### src/rtl/rtl_upd_pkg.sv
package rtl_upd_pkg;
    localparam int BYTE_W = 8;
    localparam int N_FIELDS = 3;
    localparam logic [BYTE_W-1:0] SEC_MAX = 8'd59;
    localparam logic [BYTE_W-1:0] MIN_MAX = 8'd59;
    localparam logic [BYTE_W-1:0] HR_MAX  = 8'd23;

    typedef logic [BYTE_W-1:0] byte_t;

    typedef struct packed {
        byte_t hr;
        byte_t min;
        byte_t sec;
    } tm_t;

    typedef enum logic [2:0] {
        SEL_SEC  = 3'd0,
        SEL_MIN  = 3'd1,
        SEL_HR   = 3'd2,
        SEL_ASEC = 3'd3,
        SEL_AMIN = 3'd4,
        SEL_AHR  = 3'd5
    } wsel_e;
endpackage

### src/rtl/rtl_upd_prescaler.sv
module rtl_upd_prescaler #(
    parameter int TICKS_PER_SEC = 32768,
    parameter int LEAD_TICKS    = 8
) (
    input  logic clk,
    input  logic rst_n,
    input  logic tick_en,
    output logic lead_hit,
    output logic wrap
);
    localparam int CW = $clog2(TICKS_PER_SEC);
    localparam logic [CW-1:0] LAST = CW'(TICKS_PER_SEC - 1);
    localparam logic [CW-1:0] LEAD_AT = CW'(TICKS_PER_SEC - LEAD_TICKS - 1);

    logic [CW-1:0] cnt_d, cnt_q;

    always_comb begin
        cnt_d    = cnt_q;
        lead_hit = tick_en && (cnt_q == LEAD_AT);
        wrap     = tick_en && (cnt_q == LAST);
        if (tick_en) begin
            cnt_d = (cnt_q == LAST) ? '0 : cnt_q + 1'b1;
        end
    end

    always_ff @(posedge clk) begin
        if (!rst_n) cnt_q <= '0;
        else        cnt_q <= cnt_d;
    end
endmodule

### src/rtl/rtl_upd_timeadv.sv
module rtl_upd_timeadv
    import rtl_upd_pkg::*;
(
    input  tm_t cur,
    output tm_t nxt
);
    always_comb begin
        nxt = cur;
        if (cur.sec >= SEC_MAX) begin
            nxt.sec = '0;
            if (cur.min >= MIN_MAX) begin
                nxt.min = '0;
                nxt.hr  = (cur.hr >= HR_MAX) ? '0 : cur.hr + 1'b1;
            end else begin
                nxt.min = cur.min + 1'b1;
            end
        end else begin
            nxt.sec = cur.sec + 1'b1;
        end
    end
endmodule

### src/rtl/rtl_upd_alarm_cmp.sv
module rtl_upd_alarm_cmp
    import rtl_upd_pkg::*;
(
    input  byte_t alm [N_FIELDS],
    input  tm_t   now,
    output logic  match
);
    byte_t fld [N_FIELDS];
    logic [N_FIELDS-1:0] hit;

    assign fld[0] = now.sec;
    assign fld[1] = now.min;
    assign fld[2] = now.hr;

    for (genvar i = 0; i < N_FIELDS; i++) begin : g_field
        assign hit[i] = (alm[i][BYTE_W-1 -: 2] == 2'b11) || (alm[i] == fld[i]);
    end

    assign match = &hit;
endmodule

### src/rtl/rtl_upd_seq.sv
module rtl_upd_seq
    import rtl_upd_pkg::*;
#(
    parameter int TICKS_PER_SEC = 32768,
    parameter int LEAD_TICKS    = 8
) (
    input  logic       clk,
    input  logic       rst_n,
    input  logic       tick_en,
    input  logic       freeze,
    input  logic       wr_en,
    input  logic [2:0] wr_sel,
    input  logic [7:0] wr_data,
    input  logic       clr_flags,
    input  logic       uf_ie,
    input  logic       af_ie,
    output logic [7:0] usr_sec,
    output logic [7:0] usr_min,
    output logic [7:0] usr_hr,
    output logic       uip,
    output logic       uf,
    output logic       af,
    output logic       irq
);
    typedef struct packed {
        tm_t  itm;
        tm_t  utm;
        logic uip;
        logic uf;
        logic af;
        logic xfer;
        logic frz;
        logic dirty;
    } st_t;

    st_t   st_d, st_q;
    byte_t alm_d [N_FIELDS];
    byte_t alm_q [N_FIELDS];

    logic lead_hit, wrap, match, frz_fall;
    tm_t  base, nxt;

    rtl_upd_prescaler #(
        .TICKS_PER_SEC(TICKS_PER_SEC),
        .LEAD_TICKS   (LEAD_TICKS)
    ) u_pre (
        .clk     (clk),
        .rst_n   (rst_n),
        .tick_en (tick_en),
        .lead_hit(lead_hit),
        .wrap    (wrap)
    );

    assign frz_fall = st_q.frz && !freeze;
    assign base     = (frz_fall && st_q.dirty) ? st_q.utm : st_q.itm;

    rtl_upd_timeadv u_adv (
        .cur(base),
        .nxt(nxt)
    );

    rtl_upd_alarm_cmp u_cmp (
        .alm  (alm_q),
        .now  (nxt),
        .match(match)
    );

    always_comb begin
        st_d  = st_q;
        alm_d = alm_q;
        st_d.frz  = freeze;
        st_d.xfer = wrap;
        if (st_q.xfer) st_d.uip = 1'b0;
        if (lead_hit)  st_d.uip = 1'b1;

        if (wr_en) begin
            case (wr_sel)
                SEL_SEC:  if (freeze) begin st_d.utm.sec = wr_data; st_d.dirty = 1'b1; end
                SEL_MIN:  if (freeze) begin st_d.utm.min = wr_data; st_d.dirty = 1'b1; end
                SEL_HR:   if (freeze) begin st_d.utm.hr  = wr_data; st_d.dirty = 1'b1; end
                SEL_ASEC: alm_d[0] = wr_data;
                SEL_AMIN: alm_d[1] = wr_data;
                SEL_AHR:  alm_d[2] = wr_data;
                default:  ;
            endcase
        end

        if (frz_fall) begin
            st_d.itm   = base;
            st_d.dirty = 1'b0;
        end

        if (clr_flags) begin
            st_d.uf = 1'b0;
            st_d.af = 1'b0;
        end

        if (wrap) begin
            st_d.itm = nxt;
            if (!freeze) st_d.utm = nxt;
            st_d.uf = 1'b1;
            if (match) st_d.af = 1'b1;
        end
    end

    always_ff @(posedge clk) begin
        if (!rst_n) begin
            st_q <= '0;
            for (int i = 0; i < N_FIELDS; i++) alm_q[i] <= '0;
        end else begin
            st_q  <= st_d;
            alm_q <= alm_d;
        end
    end

    assign usr_sec = st_q.utm.sec;
    assign usr_min = st_q.utm.min;
    assign usr_hr  = st_q.utm.hr;
    assign uip     = st_q.uip;
    assign uf      = st_q.uf;
    assign af      = st_q.af;
    assign irq     = (st_q.uf && uf_ie) || (st_q.af && af_ie);
endmodule

### config.mk
export PLATFORM = sky130hd
export DESIGN_NAME = rtl_upd_seq
export DESIGN_NICKNAME = d
export VERILOG_FILES = /design/src/rtl/rtl_upd_pkg.sv /design/src/rtl/rtl_upd_prescaler.sv /design/src/rtl/rtl_upd_timeadv.sv /design/src/rtl/rtl_upd_alarm_cmp.sv /design/src/rtl/rtl_upd_seq.sv
export SDC_FILE = /design/constraint.sdc
export NUM_CORES = 1
export LEC_CHECK = 0
export BUFFER_PORTS_ARGS = -buffer_cell sky130_fd_sc_hd__buf_2
export CAP_MARGIN = 10
export CORE_AREA = 3 3 128 130
export CTS_BUF_LIST = sky130_fd_sc_hd__clkbuf_4
export CTS_CLUSTER_DIAMETER = 100
export DETAILED_ROUTE_END_ITERATION = 12
export DIE_AREA = 0 0 131 133
export PLACE_DENSITY_LB_ADDON = 0.2
export SETUP_SLACK_MARGIN = 0.5
export SLEW_MARGIN = 20
export SYNTH_ARGS = -nofsm -noshare
export SYNTH_HDL_FRONTEND = slang
export SYNTH_SLANG_ARGS = --single-unit
### constraint.sdc
create_clock -name clk -period 8.5 [get_ports clk]
set_clock_uncertainty 0.05 [all_clocks]
set_input_delay 2.125 -clock clk [delete_from_list [all_inputs] [get_ports clk]]
set_output_delay 2.125 -clock clk [all_outputs]
set_load 0.01 [all_outputs]
Yosys cells after proc, flatten, opt, wreduce, memory -nomap -nowiden

Index checks and enable logic that the tools add are counted.

Bits in registers: 93
Bits of input ports: 19
Output and inout bits: 28
Logic and storage cells: 81

Add/subtract/negate cells: 4
Order comparisons: 3
Eq/ne operators: 13
Mux-type cells: 22
Bitwise gates (word level): 1
Reductions and logical operators: 22

Operators with widths:

| kind                  | number |
|---|---|
| $mux 24               | 4 |
| $mux 8                | 10 |
| $mux 48               | 1 |
| $eq 15x15->1 const B  | 2 |
| $add 8x1->8 const B   | 3 |
| $eq 8x8->1            | 3 |
| $ge 8x6->1 const B    | 2 |
| $mux 16               | 1 |
| $add 15x1->15 const B | 1 |
| $mux 15               | 1 |
| $ge 8x5->1 const B    | 1 |
| $eq 2x2->1 const B    | 3 |
| $eq 3x2->1 const B    | 2 |
| $eq 3x3->1 const B    | 2 |
| $logic_and 1x1->1     | 6 |
| $reduce_and 2->1      | 3 |
| $reduce_and 3->1      | 2 |
| $reduce_bool 2->1     | 3 |
| $logic_or 1x1->1      | 4 |
| $mux 2                | 2 |
| $eq 3x1->1 const B    | 1 |
| $logic_not 3->1       | 1 |
| $mux 1                | 3 |
| $reduce_or 3->1       | 1 |
| other kinds (3)       | 3 |

Logic depth before layout (Yosys ltp)

Depth in word-level cells: 13
Depth in mapped cells: 17
Mapped depth without buffers: 12

Modules after synthesis

Synthesis repeated with hierarchy kept, for this count alone.

Cells, all modules: 622
Area total of the unflattened synthesis: 5410.2 um^2

Modules (own cells, without submodules):

| module            | instances | cells each | area each (um^2) | seq. area each (um^2) |
|---|---|---|---|---|
| rtl_upd_seq       | 1         | 421        | 3872.5           | 1561.5 |
| rtl_upd_prescaler | 1         | 84         | 733.2            | 300.3 |
| rtl_upd_timeadv   | 1         | 83         | 524.3            | 0.0 |
| rtl_upd_alarm_cmp | 1         | 34         | 280.3            | 0.0 |

Least setup slack after synthesis

Ideal clock, no wire load.

Path kind: input-to-reg
Start: input freeze
End: register st_q (netlist bit af)
Setup time: 86 ps
Arrival time: 5330 ps
Data required time: 8364 ps
Slack: 3034 ps
Cell stages on the path: 16
Path buffers: 4
Cells stage by stage: and3b_1 buf_6 buf_12 buf_8 mux2i_1 inv_1 ha_1 o2111a_1 or4_1 buf_2 nand2_4 nor4_2 or4_1 a32oi_1 nand4_1 a221oi_2

Word-level cells in the longest chain between the ends: 13
Elaborated cells between the ends (all ways): 24
Those cells by class: 3 x add/sub; 3 x order compare; 3 x eq/ne; 8 x mux; 7 x reduce/logical

Ends and longest elaborated chain:

| what                                             | line                    | RTL |
|---|---|---|
| start: declaration                               | rtl_upd_seq.sv:10       | `input logic freeze,` |
| $logic_not 1->1 *                                | n/a                     |  |
| $logic_and 1x1->1 *                              | rtl_upd_seq.sv:54       | `assign frz_fall = st_q.frz && !freeze;` |
| $logic_and 1x1->1 *                              | rtl_upd_seq.sv:55       | `assign base = (frz_fall && st_q.dirty) ? st_q.utm : st_q.itm;` |
| $mux 24 *                                        | rtl_upd_seq.sv:55       |  |
| $add 8x1->8 / $ge 8x5->1 (equally long branches) | rtl_upd_timeadv.sv:13   | `nxt.hr = (cur.hr >= HR_MAX) ? '0 : cur.hr + 1'b1;` |
| $mux 8                                           | rtl_upd_timeadv.sv:13   |  |
| $mux 8                                           | rtl_upd_timeadv.sv:11   | `if (cur.min >= MIN_MAX) begin` |
| $mux 16                                          | rtl_upd_timeadv.sv:9    | `if (cur.sec >= SEC_MAX) begin` |
| $eq 8x8->1                                       | rtl_upd_alarm_cmp.sv:16 | `assign hit[i] = (alm[i][BYTE_W-1 -: 2] == 2'b11) \|\| (alm[i] == fld[i]);` |
| $logic_or 1x1->1                                 | rtl_upd_alarm_cmp.sv:16 |  |
| $reduce_and 3->1 *                               | rtl_upd_alarm_cmp.sv:19 | `assign match = &hit;` |
| $mux 1 *                                         | rtl_upd_seq.sv:102      | `if (match) st_d.af = 1'b1;` |
| $mux 2 *                                         | rtl_upd_seq.sv:98       | `if (wrap) begin` |
| end signal: assignment                           | rtl_upd_seq.sv:111      | `st_q <= st_d;` |
| end: declaration                                 | rtl_upd_seq.sv:36       | `st_t st_d, st_q;` |

Every way passes the cells marked *; elsewhere a longest branch is shown, timed or not.
A chain may end at the register's enable or synchronous reset.

Worst setup path after layout

Same ends and word-level chain as after synthesis.

==> flow_summary.yaml <==
run_status:
  run_status: "complete, no violations"
die:
  ios: 47
  start_util: 0.348
  rows: 45
  die-area_um2: 17400
  die_y_um: 133
  core_region_area_um2: 15300
  die_w_um: 131
synth:
  ys.flop_type: "dfxtp_1"
  avgSynthCellArea_um2: 8.46
  synth.net_count: 651
  synth-simple-area-share: 0.227
  synth_xor_area_frac: 0.0544
  ys_types: 67
  async_flop_share: 0
  synthAdderAreaFrac: 0.00943
  synth-seq-area-share: 0.351
  netlist_area_um2: 5310
  synth_edf_count: 0
  syn_inst: 628
  yosysWarnings: 0
  synth-compound-area-share: 0.161
  synth_mux_area_frac: 0.123
  synth_top_family_by_area: "simple AND/OR/NAND/NOR gates"
  ys_ff_latch: 93
clocking:
  path_clk_slew_ps: 150
  cts-resized-gates: 0
  clockBufferDepth: 2
  clock_sinks: 93
  cts-root-buf: "clkbuf_4"
  tritoncts: "built"
  postCtsHoldBufs: 0
  cts_max_level: 3
  postCtsSetupBuffers: 0
  clock_latency_ps: 480
  cts_buffers: 9
pwr:
  power_mw: 0.773
  power.internal_mw: 0.575
  cellLeakagePower_nw: 2.15
  clkPwrFrac: 0.360
  power_frac_comb: 0.061
  powerDensity_nw_per_um2: 137
  vdd_drop_max_mv: 0.0881
  switchingPower_mw: 0.198
  p_seq_frac: 0.579
  p_sw_frac: 0.256
critical_path:
  worstSetupStartpointType: "input pin"
  r2r_cells: 13
  worst_ep_arrival_time_ps: 6100
  critical_path_class: "in2reg"
  endpoint_kind: "flop"
  critPathRequiredTime_ps: 8860
  worstReg2RegStart: "st_q[0]"
  crit_start: "freeze"
  path_max_fanout: 18
min_path:
  min_path_cells: 2
  hold_start: "st_q[36]"
  hold_class: "reg2reg"
place:
  dpl_cell_area_um2: 5490
  place_congestion: 0.898
  hpwl_um: 11200
  numPortBuffers: 46
run:
  maxCapViolCount: 0
finish:
  nNetsFinal: 659
  final_area_um2: 5650
  area_growth_pct: 6.41
  fin_util: 0.370
  num-fill-cells: 1572
  drive_above_1_share: 0.150
  multiInputGateArea_um2: 3060
  seqCellArea_um2: 1860
grt:
  grt_pass1_vias: 4353
  grt_max_degree: 66
  grt_pass1_wl_um: 24100
  track_usage: 0.181
  gr-total-overflow: 0
  grt_antenna_before_repair: 1
sta:
  fmax_ghz: 0.174
  period_minus_slack_ps: 5740
  grt_setup_unrepaired: "no"
  tightest_slew_ps: 989
  tns_ps: 0
  drv_slew: 0
  finalHoldViolations: 0
  timing.hold.ws_ps: 415
  finalSetupViolations: 0
  slew_headroom: 0.338
  finalCritPeriodShare: 0.675
drt:
  vias: 4665
  wire_per_inst_um: 18.4
  viasPerCell: 5.46
  firstDrtPassIters: 4
  drc: 0
  ant_nets: 0
  drt-initial-drc-count: 314
  drt_wl_total_um: 15700
-- routing by layer --
| metal | GRT usage | up-vias | part of all wire |
|---|---|---|---|
| met4 | 0.0777 | 0 | 0.034 |
| met2 | 0.280 | 145 | 0.46 |
| met1 | 0.236 | 2235 | 0.44 |
| li1 | - | 2245 | - |
| met5 | 0 | - | 0 |
| met3 | 0.0493 | 40 | 0.064 |
-- final timing paths --
path	end	slack (ps)
worst max-delay path	af	2760
worst min-delay path	st_q[36]	420
worst max register to register	af	4150
worst min register to register	st_q[36]	420
-- layout make-up --
class,count,share of cell area
diodes,2,0.000886
clock inverters,7,0.0159
multi-input cells,471,0.542
inverters,11,0.00731
repair buffers,50,0.0461
clock buffers,9,0.0120
flip-flops and latches,93,0.329
well taps,211,0.0467
-- power groups by stage --
stage	Clock, mW	Combinational (mW)	Sequential (mW)
floorplan	0	0.0297	0.455
global placement	0	0.0467	0.457
detailed placement	0	0.0474	0.457
CTS	0.287	0.0475	0.447
global route	0.302	0.0518	0.448
finish	0.278	0.0475	0.447
-- layout by cell type (no fill, tap or decap), types with 3 or more instances in the layout --
cell type  instances
nand2b_1           3
buf_2             46
clkbuf_4           9
mux2i_4            6
nor2b_1            8
a21oi_1           38
a211oi_1          40
nand4_1           12
xnor2_1           15
xor2_1            18
inv_1              9
mux2_2            10
mux2i_1           38
ha_1               4
a21boi_1           3
o21ai_0            5
and2_1             3
dfxtp_1           93
o2111ai_1          3
a32oi_1            3
a22o_1             3
nor3_1            14
nand3_1           29
nor2_1            77
a31oi_1            5
nand2_1           81
and3_1             8
buf_4              4
-- logic make-up after synthesis --
logic type                 after synthesis
and+or+nand+nor                        256
AOI/OAI and AO/OA                      122
DFF                                     93
buffers and inverters                   64
muxes                                   56
xor gates and xnor gates                33
adders and majority gates                4
-- through the flow --
stage                     cells  setup slack, ps
final                       854             2760
after floorplan             628             3030
after global placement      836             2420
after global routing        854             2540
after CTS                   852             2780
after detailed placement    836             2260
-- cell usage after synthesis (all sizes together), types with 3 or more instances --
master	count	area, µm²
buf	34	277
mux2i	46	543
a21boi	3	22.5
o21ai	7	35.0
nand3	29	145
and2	3	18.8
clkbuf	19	71.3
xnor2	15	131
o2111ai	3	26.3
ha	4	50.1
and3	8	50.1
nand2	82	315
xor2	18	158
a22o	3	26.3
a31oi	6	52.6
nor2	78	295
dfxtp	93	1860
a211oi	41	313
a32oi	3	26.3
inv	11	41.3
mux2	10	113
nand4	12	75.1
nor4	4	37.5
nand2b	3	18.8
nor2b	8	50.1
a21oi	38	190
nor3	14	70.1
-- critical path, stage by stage --
cell and delay, ps:
buf_2 140, and3b_2 580, buf_4 420, nand2_1 100
nand2_1 90, ha_1 240, o2111ai_1 150, and3_1 230
nor2_2 710, a21oi_1 190, or4_1 550, a32oi_1 170
nand4_1 140, a221oi_2 230
-- flip-flops by register name, summed over array words and instances, names as in the netlist --
register     count
u_pre.cnt_q     15
alm_q           24
af               1
usr_hr           8
st_q            27
uf               1
uip              1
usr_min          8
usr_sec          8
Note: power is estimated with default switching activity, not from simulation.
